## config.mk

```make
export PLATFORM = sky130hd
export DESIGN_NAME = pwm_tick_core
export DESIGN_NICKNAME = d
export VERILOG_FILES = /design/src/rtl/pwm_tick_pkg.sv /design/src/rtl/pwm_tick_regs.sv /design/src/rtl/pwm_period_timer.sv /design/src/rtl/pwm_irq_divider.sv /design/src/rtl/pwm_tick_core.sv
export SDC_FILE = /design/constraint.sdc
export NUM_CORES = 1
export LEC_CHECK = 0
export CAP_MARGIN = 10
export CORE_UTILIZATION = 45
export DETAILED_ROUTE_END_ITERATION = 8
export GPL_ROUTABILITY_DRIVEN = 0
export PLACE_DENSITY_LB_ADDON = 0.3
export RECOVER_POWER = 50
export SYNTH_ARGS = -nofsm -noshare
export SYNTH_HDL_FRONTEND = slang
export SYNTH_SLANG_ARGS = --single-unit
```

## constraint.sdc

```tcl
create_clock -name clk -period 7.2 [get_ports clk]
set_input_delay 0.72 -clock clk [delete_from_list [all_inputs] [get_ports clk]]
set_output_delay 0.72 -clock clk [all_outputs]
set_load 0.01 [all_outputs]
```

## src/rtl/pwm_tick_pkg.sv

```systemverilog
package pwm_tick_pkg;

    typedef enum logic {
        TMR_OFF = 1'b0,
        TMR_RUN = 1'b1
    } tmr_state_e;

    typedef enum logic {
        DIV_EMPTY = 1'b0,
        DIV_COUNT = 1'b1
    } div_state_e;

    typedef enum logic {
        IRQ_IDLE = 1'b0,
        IRQ_PEND = 1'b1
    } irq_state_e;

endpackage

```

## src/rtl/pwm_tick_regs.sv

```systemverilog
module pwm_tick_regs #(
    parameter int REG_W    = 16,
    parameter int PER_W    = 12,
    parameter int FLD_W    = 4,
    parameter int FLD_LSB  = 8,
    parameter int DREQ_BIT = 7,
    parameter int RLD_W    = FLD_W + 1
) (
    input  logic             clk,
    input  logic             rst_n,
    input  logic             ctl_wr,
    input  logic [REG_W-1:0] ctl_data,
    input  logic             cyc_wr,
    input  logic [REG_W-1:0] cyc_data,
    output logic [PER_W-1:0] period_q,
    output logic [PER_W-1:0] period_nxt,
    output logic [RLD_W-1:0] rld_nxt,
    output logic             dreq_en
);

    localparam logic [RLD_W-1:0] RLD_MAX = RLD_W'(2 ** FLD_W);

    logic [FLD_W-1:0] fld_q;
    logic [FLD_W-1:0] fld_nxt;
    logic             en_q;
    logic             en_nxt;
    logic             unused_bits;

    // Bits outside the decoded fields have no function.
    assign unused_bits = ^{ctl_data, cyc_data};

    // Next-state values are exposed so that a write acts on the same edge.
    always_comb begin
        fld_nxt    = ctl_wr ? ctl_data[FLD_LSB +: FLD_W] : fld_q;
        en_nxt     = ctl_wr ? ctl_data[DREQ_BIT] : en_q;
        period_nxt = cyc_wr ? (cyc_data[PER_W-1:0] - PER_W'(1)) : period_q;
    end

    // A field of zero wraps around to the largest count.
    always_comb begin
        if (fld_nxt == '0) begin
            rld_nxt = RLD_MAX;
        end else begin
            rld_nxt = RLD_W'(fld_nxt);
        end
    end

    always_ff @(posedge clk or negedge rst_n) begin
        if (!rst_n) begin
            period_q <= '0;
            fld_q    <= '0;
            en_q     <= 1'b0;
        end else begin
            period_q <= period_nxt;
            fld_q    <= fld_nxt;
            en_q     <= en_nxt;
        end
    end

    assign dreq_en = en_q;

endmodule

```

## src/rtl/pwm_period_timer.sv

```systemverilog
module pwm_period_timer
    import pwm_tick_pkg::*;
#(
    parameter int PER_W = 12
) (
    input  logic             clk,
    input  logic             rst_n,
    input  logic             ce,
    input  logic             restart,
    input  logic [PER_W-1:0] period_q,
    input  logic [PER_W-1:0] period_nxt,
    output logic             tick_o
);

    tmr_state_e       st_q;
    tmr_state_e       st_n;
    logic [PER_W-1:0] cnt_q;
    logic [PER_W-1:0] cnt_n;
    logic [PER_W-1:0] last;
    logic             tick_n;
    logic             tick_q;

    assign last = period_q - PER_W'(1);

    // Next state and phase.
    always_comb begin
        st_n   = (period_nxt == '0) ? TMR_OFF : TMR_RUN;
        cnt_n  = cnt_q;
        tick_n = 1'b0;
        unique case (st_q)
            TMR_OFF: begin
                cnt_n = '0;
            end
            TMR_RUN: begin
                if (ce) begin
                    if (cnt_q == last) begin
                        cnt_n  = '0;
                        tick_n = 1'b1;
                    end else begin
                        cnt_n = cnt_q + PER_W'(1);
                    end
                end
            end
        endcase
        if (restart) begin
            cnt_n  = '0;
            tick_n = 1'b0;
        end
    end

    // State register.
    always_ff @(posedge clk or negedge rst_n) begin
        if (!rst_n) begin
            st_q  <= TMR_OFF;
            cnt_q <= '0;
        end else begin
            st_q  <= st_n;
            cnt_q <= cnt_n;
        end
    end

    // Output register.
    always_ff @(posedge clk or negedge rst_n) begin
        if (!rst_n) begin
            tick_q <= 1'b0;
        end else begin
            tick_q <= tick_n;
        end
    end

    assign tick_o = tick_q;

    AST_TICK_NEEDS_PERIOD: assert property (@(posedge clk) disable iff (!rst_n) tick_q |-> ($past(period_q) != '0));
    AST_PHASE_IN_RANGE: assert property (@(posedge clk) disable iff (!rst_n) (st_q == TMR_RUN) |-> (cnt_q < period_q));

endmodule

```

## src/rtl/pwm_irq_divider.sv

```systemverilog
module pwm_irq_divider
    import pwm_tick_pkg::*;
#(
    parameter int FLD_W = 4,
    parameter int RLD_W = FLD_W + 1
) (
    input  logic             clk,
    input  logic             rst_n,
    input  logic             tick,
    input  logic             ctl_wr,
    input  logic             cyc_wr,
    input  logic [RLD_W-1:0] rld,
    input  logic             dreq_en,
    input  logic             irq_clr,
    output logic             irq_o,
    output logic             dreq_o
);

    localparam logic [RLD_W-1:0] RLD_MAX = RLD_W'(2 ** FLD_W);

    div_state_e       dst_q;
    div_state_e       dst_n;
    irq_state_e       ist_q;
    irq_state_e       ist_n;
    logic [RLD_W-1:0] cnt_q;
    logic [RLD_W-1:0] cnt_n;
    logic             fire;
    logic             dreq_q;

    // Divider next state. A control write always reloads.
    always_comb begin
        dst_n = dst_q;
        cnt_n = cnt_q;
        fire  = 1'b0;
        if (ctl_wr) begin
            dst_n = DIV_COUNT;
            cnt_n = rld;
        end else begin
            unique case (dst_q)
                DIV_EMPTY: begin
                    if (cyc_wr) begin
                        dst_n = DIV_COUNT;
                        cnt_n = rld;
                    end
                end
                DIV_COUNT: begin
                    if (tick) begin
                        if (cnt_q <= RLD_W'(1)) begin
                            fire  = 1'b1;
                            cnt_n = rld;
                        end else begin
                            cnt_n = cnt_q - RLD_W'(1);
                        end
                    end
                end
            endcase
        end
    end

    // Interrupt next state. A new event wins over a clear.
    always_comb begin
        ist_n = ist_q;
        unique case (ist_q)
            IRQ_IDLE: begin
                if (fire) begin
                    ist_n = IRQ_PEND;
                end
            end
            IRQ_PEND: begin
                if (irq_clr && !fire) begin
                    ist_n = IRQ_IDLE;
                end
            end
        endcase
    end

    // State registers.
    always_ff @(posedge clk or negedge rst_n) begin
        if (!rst_n) begin
            dst_q <= DIV_EMPTY;
            cnt_q <= '0;
            ist_q <= IRQ_IDLE;
        end else begin
            dst_q <= dst_n;
            cnt_q <= cnt_n;
            ist_q <= ist_n;
        end
    end

    // Output register.
    always_ff @(posedge clk or negedge rst_n) begin
        if (!rst_n) begin
            dreq_q <= 1'b0;
        end else begin
            dreq_q <= fire && dreq_en;
        end
    end

    assign irq_o  = (ist_q == IRQ_PEND);
    assign dreq_o = dreq_q;

    AST_COUNT_NONZERO: assert property (@(posedge clk) disable iff (!rst_n) (dst_q == DIV_COUNT) |-> ((cnt_q != '0) && (cnt_q <= RLD_MAX)));
    AST_IRQ_HELD: assert property (@(posedge clk) disable iff (!rst_n) ($past(irq_o) && !$past(irq_clr)) |-> irq_o);
    AST_DREQ_WITH_IRQ: assert property (@(posedge clk) disable iff (!rst_n) dreq_o |-> irq_o);
    AST_DREQ_GATED: assert property (@(posedge clk) disable iff (!rst_n) dreq_o |-> $past(dreq_en));
    AST_FIRE_BEATS_CLEAR: assert property (@(posedge clk) disable iff (!rst_n) $past(fire) |-> irq_o);

endmodule

```

## src/rtl/pwm_tick_core.sv

```systemverilog
module pwm_tick_core #(
    parameter int REG_W    = 16,
    parameter int PER_W    = 12,
    parameter int FLD_W    = 4,
    parameter int FLD_LSB  = 8,
    parameter int DREQ_BIT = 7
) (
    input  logic             clk,
    input  logic             rst_n,
    input  logic             ce,
    input  logic             ctl_wr,
    input  logic [REG_W-1:0] ctl_data,
    input  logic             cyc_wr,
    input  logic [REG_W-1:0] cyc_data,
    input  logic             irq_clr,
    output logic             tick_o,
    output logic             irq_o,
    output logic             dreq_o,
    output logic [PER_W-1:0] period_o
);

    localparam int RLD_W = FLD_W + 1;

    logic [PER_W-1:0] period_q;
    logic [PER_W-1:0] period_nxt;
    logic [RLD_W-1:0] rld_nxt;
    logic             dreq_en;
    logic             tick;

    pwm_tick_regs #(
        .REG_W   (REG_W),
        .PER_W   (PER_W),
        .FLD_W   (FLD_W),
        .FLD_LSB (FLD_LSB),
        .DREQ_BIT(DREQ_BIT),
        .RLD_W   (RLD_W)
    ) u_regs (
        .clk       (clk),
        .rst_n     (rst_n),
        .ctl_wr    (ctl_wr),
        .ctl_data  (ctl_data),
        .cyc_wr    (cyc_wr),
        .cyc_data  (cyc_data),
        .period_q  (period_q),
        .period_nxt(period_nxt),
        .rld_nxt   (rld_nxt),
        .dreq_en   (dreq_en)
    );

    pwm_period_timer #(
        .PER_W(PER_W)
    ) u_timer (
        .clk       (clk),
        .rst_n     (rst_n),
        .ce        (ce),
        .restart   (cyc_wr),
        .period_q  (period_q),
        .period_nxt(period_nxt),
        .tick_o    (tick)
    );

    pwm_irq_divider #(
        .FLD_W(FLD_W),
        .RLD_W(RLD_W)
    ) u_div (
        .clk    (clk),
        .rst_n  (rst_n),
        .tick   (tick),
        .ctl_wr (ctl_wr),
        .cyc_wr (cyc_wr),
        .rld    (rld_nxt),
        .dreq_en(dreq_en),
        .irq_clr(irq_clr),
        .irq_o  (irq_o),
        .dreq_o (dreq_o)
    );

    assign tick_o   = tick;
    assign period_o = period_q;

endmodule

```

; ---- Yosys cells after proc, flatten, opt, wreduce, memory -nomap -nowiden
; Cells that the tools add are included.
[totals]
regBits = 39
[classes]
n_eq_ne = 4
mux = 27
n_reduce_logical = 6
n_addsub = 4
bitwise = 3
order_cmp = 1
[ops]
columns = cell, n
row1 = $mux W12, 4
row2 = $mux W5, 5
row3 = $pmux W12 S2, 1
row4 = $sub A12 B1 Y12 const B, 2
row5 = $mux W1, 14
row6 = $add A12 B1 Y12 const B, 1
row7 = $eq A12 B12 Y1, 1
row8 = $logic_not A12 Y1, 1
row9 = $pmux W5 S2, 1
row10 = $ne A3 B3 Y1 const B, 3
row11 = $le A5 B1 Y1 const B, 1
row12 = $sub A5 B1 Y5 const B, 1
row13 = $logic_not A4 Y1, 1
row14 = $mux W4, 1
row15 = $not A1 Y1, 3
row16 = $logic_and A1 B1 Y1, 2
row17 = $pmux W1 S2, 1
row18 = $reduce_and A2 Y1, 1
row19 = $logic_not A1 Y1, 1

; ---- Depth between registers and ports, before layout
[depth]
depth_word = 9
ltp_mapped = 9
depth_no_buf = 8

; ---- Modules after synthesis
; From an unflattened synthesis, not the netlist that was laid out.
[hier_totals]
hier_cells = 289
hier_area_um2 = 2625.0
[modules_own_cells]
columns = mod, seq_area_each_um2, cells_each, n_inst, area_each_um2
row1 = pwm_period_timer, 350.3, 157, 1, 1292.5
row2 = pwm_tick_regs, 425.4, 82, 1, 858.3
row3 = pwm_irq_divider, 200.2, 50, 1, 474.2

; ---- Worst setup path before layout
; No wires, ideal clock.
[synth_path]
kind = input port to flip-flop
start = input port cyc_data[2]
end = register u_timer.st_q
stages = 7
path_slack_ns = 4.838
path_buffers = 1
t_arrival_ns = 2.231
setup_ns = 0.130
path_cell_list = or4_1 > clkbuf_1 > nor4_1 > xnor2_1 > a21oi_1 > nor4_1 > nand3_1
[synth_between]
elab_chain_cells = 4
[synth_rtl]
columns = item, line_no
row1 = start: declaration, pwm_tick_core.sv:14  ; input logic [REG_W-1:0] cyc_data,
row2 = $sub A12 B1 Y12, pwm_tick_regs.sv:36  ; period_nxt = cyc_wr ? (cyc_data[PER_W-1:0] - PER_W'(1)) : period_q;
row3 = $mux W12, pwm_tick_regs.sv:36
row4 = named net period_nxt[9], pwm_tick_core.sv:25  ; logic [PER_W-1:0] period_nxt;
row5 = $logic_not A12 Y1, pwm_period_timer.sv:27  ; st_n = (period_nxt == '0) ? TMR_OFF : TMR_RUN;
row6 = $mux W1, pwm_period_timer.sv:27
row7 = named net u_timer.st_n, pwm_period_timer.sv:16  ; tmr_state_e st_n;
row8 = end signal: assignment, pwm_period_timer.sv:57  ; st_q <= st_n;
row9 = end: declaration, pwm_period_timer.sv:15  ; tmr_state_e st_q;
; The timed path passes the listed nets, and every way through them passes these cells.
; A chain may end at the register's enable or synchronous reset.

; ---- Worst setup path in the final report
[layout_path]
start = input port cyc_wr
end = register u_div.cnt_q[0]
[layout_between]
elab_chain_cells = 2
[layout_rtl]
columns = item, line_no
row1 = start: declaration, pwm_tick_core.sv:13  ; input logic cyc_wr,
row2 = $ne A3 B3 Y1 (no line), -
row3 = $reduce_and A2 Y1 (no line), -
row4 = end signal: assignment, pwm_irq_divider.sv:85  ; cnt_q <= cnt_n;
row5 = end: declaration, pwm_irq_divider.sv:25  ; logic [RLD_W-1:0] cnt_q;
; No other way between the ends.

==> flow_summary.yaml <==
critical_path:
  end_kind: "flip-flop"
  worstSetupStartpoint: "cyc_wr"
  crit_arrival_ps: 3170
  cpPeakStageDelay_ps: 850
  r2r_end: "u_timer.cnt_q[5]"
  cp.buffers_inverters: 1
  reg2regPathDepth: 9
  path_delay_family: "compound AO/OA/AOI/OAI gates"
  timing.rr.start: "u_regs.period_q[0]"
  crit_required_ps: 7410
  cp-start-kind: "input pin"
  path_cells: "clkdlybuf4s50_1, nor2b_1, a211oi_1, nand3b_1, o31ai_1, a21oi_1"
  regToRegSetupSlack_ps: 4600
  slowest_stage: "a211oi_1"
  critical_path_class: "in2reg"
  worstPathMaxFanout: 27
layout:
  fill_cells: 484
  area_growth_pct: 21.0
  multiInputGateArea_mm2: 0.00140
  layout_commonest_cell: "dfrtp_1"
  mostFrequentLayoutCells: "39 x dfrtp_1, 35 x clkdlybuf4s50_1, 33 x nor2_1"
  drive_gt1_frac: 0.0691
  seq_area_um2: 976
  finish.instance_area_mm2: 0.00300
  antenna_cells: 0
  nets: 346
floorplan:
  fp.dieArea_mm2: 0.00580
  fp.dieH_um: 76.2
  num_rows: 26
  initial_core_util: 0.476
  ios: 53
  die_w_um: 76.2
  coreArea_mm2: 0.00520
routing:
  ant_nets: 0
  num_vias: 2056
  wirelength_mm: 5.05
  drt_pass1_iterations: 4
  wl_per_cell_um: 13.5
  highest_layer: "met4"
  drc: 0
  wl_met1_mm: 2.48
  drt_iter0_drc: 94
  wl_met3_um: 161
  via_per_inst: 5.50
  route.met2.wl_mm: 2.34
global_routing:
  grt_antenna_before_repair: 0
  overflow: 0
  grt_pass1_wl_mm: 8.91
  grt_max_degree: 40
  track_usage: 0.190
  grt_pass1_vias: 1890
clock_tree:
  tritoncts: "yes"
  cts_resized: 0
  clk-insertion-delay-late_ps: 290
  cts.sinks: 39
  cts-buffers-inserted: 5
  cts-root-buf: "clkbuf_8"
  cts_hold_buffers: 0
  path_clk_slew_ps: 80
  post-cts-setup-buffers: 0
  h-tree-depth: 2
  clock_path_buffers: 2
sta:
  finalSetupTns_ps: 0
  whs_ps: 504
  post-route-period-util: 0.410
  rsz0062_at_grt: "false"
  fin_skew_ps: 6.49
  setup_violations: 0
  slew_headroom: -0.380
  period_minus_slack_ps: 2950
  fmax_mhz: 339
  worst_pin_slew_ps: 2070
  final_hold_viol_count: 0
  drv_slew: 40
logic_synthesis:
  synth-async-reset-ratio: 1.00
  postSynthCellCount: 273
  ys_warn_count: 0
  netlist_area_mm2: 0.00248
  synth_edf_count: 0
  yosysSeqAreaShare: 0.394
  syn_nets: 316
  ys_top_cells_by_area: "dfrtp_1 39%, xnor2_1 7.4%, nor2_1 5.0%, nor4_2 4.5%, a21oi_1 4.0%"
  syn_avg_cell_area_um2: 9.07
  ys_seq_elements: 39
  ys_types: 47
  synth_top_cell_by_area: "dfrtp_1"
  yosysTopAreaCellShare: 0.394
  synthFlopType: "dfrtp_1"
placement:
  io_buffers: 37
  placed_cell_area_mm2: 0.00288
  place_hpwl_mm: 3.74
power_and_ir_drop:
  pwr_density_cell_mw_per_mm2: 190
  power_leakage_nw: 1.16
  ir_drop_uv: 161
run_status:
  status: "finished, violations left"
  failed_checks: "max-capacitance violations, max-slew violations"
worst_hold_path:
  hold_end: "u_div.dreq_o"
  hp-start: "u_regs.dreq_en"
  hold_depth: 2
  min_path_type: "reg2reg"
job:
  maxCapViolations: 1
## layer usage
| layer | vias up | GRT usage |
|---|---|---|
| li1 | 1049 | - |
| met1 | 959 | 0.261 |
| met2 | 42 | 0.305 |
| met3 | 6 | 0.0407 |
| met4 | 0 | 0.0519 |
| met5 | - | 0 |
## tightest hold or removal path, delay by kind of cell (launching register included)
family,cells,cell delay [ps]
DFF,1,370
buffers and inverters,1,60
and+or+nand+nor,1,40
## cells in the mapped netlist, types with 2 or more instances
library cell and instances:
and3_1 7, clkbuf_1 14, or3_1 3, o2bb2ai_1 2, o31ai_1 2, nor2_1 33, nor4_1 11, xnor2_1 21
or3b_1 2, nand3_1 13, xor2_1 6, mux2i_1 4, nand2_1 11, a41oi_1 2, mux2_2 4, nor2b_1 3
ha_1 5, nor4_2 9, a21oi_1 20, and3b_1 2, inv_1 11, or4_1 2, o2111ai_1 2, nand4_1 2
nor3_1 6, dfrtp_1 39, o211ai_1 3, nand3b_1 2, o21ai_0 14
## state kept, by name, indices dropped and copies added (netlist names)
signal	count
u_div.cnt_q	5
u_div.dreq_o	1
u_div.dst_q	1
u_div.irq_o	1
u_regs.dreq_en	1
u_regs.fld_q	4
u_regs.period_q	12
u_timer.cnt_q	12
u_timer.st_q	1
u_timer.tick_o	1
## logic make-up (layout without fill, tap and decap cells)
family / Yosys count / after routing / share of synthesized area
xor gates and xnor gates: 27 / 27 / 0.0955
and+or+nand+nor: 114 / 114 / 0.272
DFF: 39 / 39 / 0.394
AOI/OAI and AO/OA: 54 / 54 / 0.136
adders and majority gates: 5 / 5 / 0.0253
muxes: 8 / 8 / 0.0344
buffers and inverters: 26 / 57 / 0.0424
## final cells by class
class | instances | area share
inverter | 11 | 0.0138
tap | 70 | 0.0292
multi-input combinational | 208 | 0.468
clock buffer | 6 | 0.0276
timing repair buffer | 38 | 0.124
sequential | 39 | 0.326
clock inverter | 2 | 0.0117
## power by group
group	switching, mW	internal (mW)	leakage (nW)
logic	0.0598	0.0592	0.618
registers	0.0254	0.237	0.478
clock network	0.0772	0.112	0.0612
total	0.162	0.408	1.16
## per-stage QoR
step | util | instances | setup WS, ps | power, mW
3_3_place_gp | 0.553 | 366 | 3980 | 0.383
4_1_cts | 0.576 | 374 | 4250 | 0.575
2_1_floorplan | - | 273 | 4840 | 0.337
5_1_grt | 0.575 | 374 | 3900 | 0.601
3_5_place_dp | 0.553 | 366 | 3950 | 0.386
6_report | 0.575 | 374 | 4250 | 0.570
## how the worst max path moves through the flow
stage | to | slack, ps | depth (start not counted)
6_report | u_div.cnt_q[0] | 4250 | 6
2_1_floorplan | u_timer.st_q | 4840 | 7
3_5_place_dp | u_div.cnt_q[0] | 3950 | 6
5_1_grt | u_div.cnt_q[0] | 3900 | 6
4_1_cts | u_div.cnt_q[0] | 4250 | 6
3_3_place_gp | u_div.cnt_q[0] | 3980 | 6
No activity file was read; power rests on OpenSTA's default activity.
